==> config.mk <==
export PLATFORM = sky130hd
export DESIGN_NAME = pbus_master
export DESIGN_NICKNAME = d
export VERILOG_FILES = /design/src/rtl/pbus_pkg.sv /design/src/rtl/pbus_wdog.sv /design/src/rtl/pbus_seq.sv /design/src/rtl/pbus_datapath.sv /design/src/rtl/pbus_master.sv
export SDC_FILE = /design/constraint.sdc
export NUM_CORES = 1
export LEC_CHECK = 0
export ABC_AREA = 1
export BUFFER_PORTS_ARGS = -buffer_cell sky130_fd_sc_hd__buf_4
export CORE_ASPECT_RATIO = 0.7
export CORE_MARGIN = 5
export CORE_UTILIZATION = 30
export CTS_CLUSTER_DIAMETER = 200
export DETAILED_ROUTE_END_ITERATION = 6
export GPL_TIMING_DRIVEN = 0
export PLACE_DENSITY = 0.64
export SLEW_MARGIN = 20
export SYNTH_ARGS = -nofsm -noshare
export SYNTH_HDL_FRONTEND = slang
export SYNTH_SLANG_ARGS = --single-unit
==> constraint.sdc <==
create_clock -name clk -period 3.22 [get_ports clk]
set_input_delay 0.322 -clock clk [delete_from_list [all_inputs] [get_ports clk]]
set_output_delay 0.322 -clock clk [all_outputs]
set_load 0.1 [all_outputs]
==> src/rtl/pbus_pkg.sv <==
package pbus_pkg;
   typedef enum logic [1:0] {
      PB_IDLE   = 2'd0,
      PB_SETUP  = 2'd1,
      PB_STROBE = 2'd2
   } pb_state_e;
endpackage

==> src/rtl/pbus_wdog.sv <==
module pbus_wdog #(
   parameter int LIMIT = 256
) (
   input  logic clk,
   input  logic rst_n,
   input  logic clear,
   input  logic tick,
   output logic expired
);
   if (LIMIT == 0) begin : g_off
      logic unused_w;
      assign unused_w = ^{clk, rst_n, clear, tick};
      assign expired  = 1'b0;
   end else begin : g_on
      localparam int CNT_W = (LIMIT > 1) ? $clog2(LIMIT) : 1;
      localparam logic [CNT_W-1:0] LAST = CNT_W'(LIMIT - 1);
      logic [CNT_W-1:0] cnt_q;

      always_ff @(posedge clk or negedge rst_n) begin
         if (!rst_n) begin
            cnt_q <= '0;
         end else if (clear) begin
            cnt_q <= '0;
         end else if (tick && (cnt_q != LAST)) begin
            cnt_q <= cnt_q + 1'b1;
         end
      end

      assign expired = (cnt_q == LAST);
   end
endmodule

==> src/rtl/pbus_seq.sv <==
module pbus_seq
   import pbus_pkg::*;
(
   input  logic      clk,
   input  logic      rst_n,
   input  logic      req_valid,
   input  logic      rdy_n,
   input  logic      expired,
   output pb_state_e state_q,
   output logic      accept,
   output logic      finish_ok,
   output logic      strobe_next,
   output logic      wdog_clear,
   output logic      wdog_tick,
   output logic      en_n_q,
   output logic      done_q,
   output logic      err_q
);
   pb_state_e state_d;
   logic      finish_to;

   assign accept    = (state_q == PB_IDLE) && req_valid;
   assign finish_ok = (state_q == PB_STROBE) && !rdy_n;
   assign finish_to = (state_q == PB_STROBE) && rdy_n && expired;
   assign wdog_clear = (state_q != PB_STROBE);
   assign wdog_tick  = (state_q == PB_STROBE) && rdy_n;

   always_comb begin
      state_d = state_q;
      unique case (state_q)
         PB_IDLE:   if (accept) state_d = PB_SETUP;
         PB_SETUP:  state_d = PB_STROBE;
         PB_STROBE: if (finish_ok || finish_to) state_d = PB_IDLE;
         default:   state_d = PB_IDLE;
      endcase
   end

   assign strobe_next = (state_d == PB_STROBE);

   always_ff @(posedge clk or negedge rst_n) begin
      if (!rst_n) begin
         state_q <= PB_IDLE;
         en_n_q  <= 1'b1;
         done_q  <= 1'b0;
         err_q   <= 1'b0;
      end else begin
         state_q <= state_d;
         en_n_q  <= !strobe_next;
         done_q  <= finish_ok || finish_to;
         err_q   <= finish_to;
      end
   end
endmodule

==> src/rtl/pbus_datapath.sv <==
module pbus_datapath #(
   parameter int ADDR_W = 3,
   parameter int DATA_W = 16
) (
   input  logic              clk,
   input  logic              rst_n,
   input  logic              accept,
   input  logic              req_write,
   input  logic [ADDR_W-1:0] req_addr,
   input  logic [DATA_W-1:0] req_wdata,
   input  logic              strobe_next,
   input  logic              finish_ok,
   input  logic [DATA_W-1:0] pb_din,
   output logic [ADDR_W-1:0] addr_q,
   output logic              rd_wn_q,
   output logic [DATA_W-1:0] dout_q,
   output logic              oe_q,
   output logic [DATA_W-1:0] rdata_q
);
   always_ff @(posedge clk or negedge rst_n) begin
      if (!rst_n) begin
         addr_q  <= '0;
         rd_wn_q <= 1'b1;
         dout_q  <= '0;
      end else if (accept) begin
         addr_q  <= req_addr;
         rd_wn_q <= !req_write;
         dout_q  <= req_wdata;
      end
   end

   always_ff @(posedge clk or negedge rst_n) begin
      if (!rst_n) begin
         oe_q <= 1'b0;
      end else begin
         oe_q <= strobe_next && !rd_wn_q;
      end
   end

   always_ff @(posedge clk or negedge rst_n) begin
      if (!rst_n) begin
         rdata_q <= '0;
      end else if (finish_ok && rd_wn_q) begin
         rdata_q <= pb_din;
      end
   end
endmodule

==> src/rtl/pbus_master.sv <==
module pbus_master
   import pbus_pkg::*;
#(
   parameter int ADDR_W         = 3,
   parameter int DATA_W         = 16,
   parameter int TIMEOUT_CYCLES = 256
) (
   input  logic              clk,
   input  logic              rst_n,
   input  logic              req_valid,
   input  logic              req_write,
   input  logic [ADDR_W-1:0] req_addr,
   input  logic [DATA_W-1:0] req_wdata,
   output logic              rsp_done,
   output logic              rsp_err,
   output logic [DATA_W-1:0] rsp_rdata,
   output logic              busy,
   output logic [ADDR_W-1:0] pb_addr,
   output logic              pb_rd_wn,
   output logic              pb_en_n,
   input  logic              pb_rdy_n,
   output logic [DATA_W-1:0] pb_dout,
   output logic              pb_dout_oe,
   input  logic [DATA_W-1:0] pb_din
);
   initial begin
      if (ADDR_W < 1 || ADDR_W > 16) $fatal(1, "pbus_master: ADDR_W out of range");
      if (DATA_W < 1)                $fatal(1, "pbus_master: DATA_W out of range");
      if (TIMEOUT_CYCLES < 0)        $fatal(1, "pbus_master: TIMEOUT_CYCLES negative");
   end

   pb_state_e state_q;
   logic      accept, finish_ok, strobe_next;
   logic      wdog_clear, wdog_tick, expired;

   pbus_seq u_seq (
      .clk         (clk),
      .rst_n       (rst_n),
      .req_valid   (req_valid),
      .rdy_n       (pb_rdy_n),
      .expired     (expired),
      .state_q     (state_q),
      .accept      (accept),
      .finish_ok   (finish_ok),
      .strobe_next (strobe_next),
      .wdog_clear  (wdog_clear),
      .wdog_tick   (wdog_tick),
      .en_n_q      (pb_en_n),
      .done_q      (rsp_done),
      .err_q       (rsp_err)
   );

   pbus_wdog #(.LIMIT(TIMEOUT_CYCLES)) u_wdog (
      .clk     (clk),
      .rst_n   (rst_n),
      .clear   (wdog_clear),
      .tick    (wdog_tick),
      .expired (expired)
   );

   pbus_datapath #(.ADDR_W(ADDR_W), .DATA_W(DATA_W)) u_dp (
      .clk         (clk),
      .rst_n       (rst_n),
      .accept      (accept),
      .req_write   (req_write),
      .req_addr    (req_addr),
      .req_wdata   (req_wdata),
      .strobe_next (strobe_next),
      .finish_ok   (finish_ok),
      .pb_din      (pb_din),
      .addr_q      (pb_addr),
      .rd_wn_q     (pb_rd_wn),
      .dout_q      (pb_dout),
      .oe_q        (pb_dout_oe),
      .rdata_q     (rsp_rdata)
   );

   assign busy = (state_q != PB_IDLE);
endmodule

==> run metrics <==
Syn Area/Cell=9.133 um2; Setup Buffers After CTS=0; Sink Count=50; crit path cell chain=buf_4; highest-count cells in the layout ignoring fill and taps=94 x nand2_1, 80 x buf_4, 48 x dfrtp_1, 23 x inv_1, 18 x o21ai_1; Starting Density=31.20%; vias in the first global route=1781; DR vias/cell=4.212; post-synth cell types=25; RD Place Congestion=0.7602; mapped cell area=2137 um2; reg-to-reg critical path endpoint=u_wdog.g_on.cnt_q[2]$_DFFE_PN0P_; min Tclk post-route=1.500 ns; CP Buf/Inv Count=1; share of the yosys chip area belonging to registers=58.67%; grt total ovfl=0; number of setup violations in the final report=0; unrepaired setup endpoints after global routing=no; P&R area growth vs syn=38.58%; R2R cell count=8; fmax=666.8 MHz; most common cell after layout, fill and taps aside=nand2_1; post_cts resized=0; flop-to-flop setup slack=1.73 ns; first-pass GRT wire length=8.473 mm; type of the worst min-delay path=input pin to asynchronous set/reset pin; Core ar.=6850 um2; # H-tree levels=2; Starting DRT DRC Count=92; CP Max Fanout=4; Final nets=362; CTS Hold Bufs=0; clk slew on worst S/H paths=0.09 ns; max-cap viol count=0; deepest clock path buffer count=2; Cells after Synth=234; drt wl/cell=11.70 um; post-synthesis net count=275; Worst Tran Pin Value=0.6274 ns; drt drc=0; later-pin clock latency in the skew report=0.29 ns; CP startpoint kind=register; DRT Wirelength=4.869 mm; die width=110.9 um; Port Buffer Count=80; Largest delay share family, worst path=flip-flops; FF+latch count, synth=50; Final TNS setup=0 ns; final-report hold violation count=0; DR vias=1752; final antenna-violating net count=0; Chip Height=80.62 um; status=finished clean; Site Rows=25; Final period util=46.57%; TritonCTS clock tree=yes; reg-to-reg startpoint=u_wdog.g_on.cnt_q[0]$_DFFE_PN0P_; largest net degree at the start of global routing=51; max_slew headroom=58.18%; CP endpoint kind=output port; WP data required=2.90 ns; number of synthesis warnings=0; CTS Buf Count=5; ant diodes=0; final setup skew=0.01069 ns; Slew Viols, Final=0; Arrival @ worst endpoint=1.18 ns; antenna violations before repair=0; Crit Path Class=register to output port; drt first pass iters=4; cell chosen for the clock root=clkbuf_8; Slowest cell on crit path=dfstp_2; DIE AREA=8939 um2; layout cells sized above 1=36.65%; slowest cell delay on critical path=0.58 ns; GRT Total Usage=11.53%; hpwl dp=3.723 mm; I/O pins=81
cells by family after synthesis:
| kind of cell | count (synthesis) | share of synthesized area (%) |
|---|---|---|
| simple gates | 119 | 24.41 |
| flops | 50 | 58.66 |
| buf+inv | 36 | 8.255 |
| compound gates | 26 | 7.260 |
| xor+xnor | 2 | 0.8198 |
| fa+ha+maj | 1 | 0.5854 |
area by class of cell:
type / count / area (um2)
clock inverters: 1 / 30.03
well taps: 94 / 117.6
clock buffers: 7 / 76.32
plain buffers: 8 / 52.55
fillers: 687 / 3889
inverters: 28 / 123.9
repair buffers: 80 / 600.6
flip-flops and latches: 50 / 1254
multi-input cells: 148 / 706.9
cells in the mapped netlist, drive strengths merged:
| cell | number | share of area [%] |
|---|---|---|
| o21bai | 1 | 0.35 |
| nor2 | 7 | 2.3 |
| xnor2 | 1 | 0.41 |
| inv | 27 | 5.0 |
| nand3 | 8 | 2.5 |
| xor2 | 1 | 0.41 |
| a21oi | 1 | 0.23 |
| nand4 | 1 | 0.29 |
| ha | 1 | 0.59 |
| or2 | 1 | 0.29 |
| buf | 6 | 2.1 |
| dfrtp | 48 | 56 |
| o21ai | 24 | 6.7 |
| dfstp | 2 | 2.5 |
| bufinv | 1 | 0.82 |
| nand2 | 102 | 19 |
| clkbuf | 2 | 0.35 |
worst max-delay path by stage:
| stage | startpoint | end | cells past startpoint |
|---|---|---|---|
| after floorplan | u_dp.rd_wn_q$_DFFE_PN1P_ | u_dp.rdata_q[11]$_DFFE_PN0P_ | 4 |
| after global placement | u_wdog.g_on.cnt_q[0]$_DFFE_PN0P_ | u_wdog.g_on.cnt_q[4]$_DFFE_PN0P_ | 8 |
| after detailed placement | u_wdog.g_on.cnt_q[0]$_DFFE_PN0P_ | u_wdog.g_on.cnt_q[4]$_DFFE_PN0P_ | 8 |
| after CTS | u_seq.state_q[1]$_DFF_PN0_ | busy | 3 |
| after global routing | u_wdog.g_on.cnt_q[0]$_DFFE_PN0P_ | u_wdog.g_on.cnt_q[2]$_DFFE_PN0P_ | 8 |
| final | u_dp.rd_wn_q$_DFFE_PN1P_ | pb_rd_wn | 1 |
layer usage:
metal	wire length, um	global-route usage, %	up-vias	part of all wire, %
li1	-	-	890	-
met1	2280	15.28	806	47
met2	2147	17.92	52	44
met3	422	4.895	4	8.7
met4	19	1.845	0	0.39
met5	0	0	-	0
through the flow:
| stage | hold WS, ns | cell area (um2) | cells | worst slack [ns] | utilization, % |
|---|---|---|---|---|---|
| 6_report | 0.03689 | 2962 | 416 | 1.720 | 43.23 |
| 5_1_grt | 0.09530 | 2962 | 416 | 1.617 | 43.23 |
| 4_1_cts | 0.06830 | 2962 | 416 | 1.695 | 43.23 |
| 3_5_place_dp | 0.3958 | 2855 | 408 | 1.738 | 41.68 |
| 3_3_place_gp | 0.3901 | 2855 | 408 | 1.764 | 41.68 |
| 2_1_floorplan | 0.02641 | 2137 | 234 | 1.702 | - |
flip-flops by register name (all words and copies together), names as in the netlist:
register	flops
u_seq.state_q	2
u_dp.dout_q	16
u_seq.done_q	1
u_dp.addr_q	3
u_dp.rdata_q	16
u_dp.oe_q	1
u_wdog.g_on.cnt_q	8
u_seq.en_n_q	1
u_dp.rd_wn_q	1
u_seq.err_q	1
Power is not shown: default switching activity piles up to over one toggle a cycle in this logic, so the estimate is an artifact.
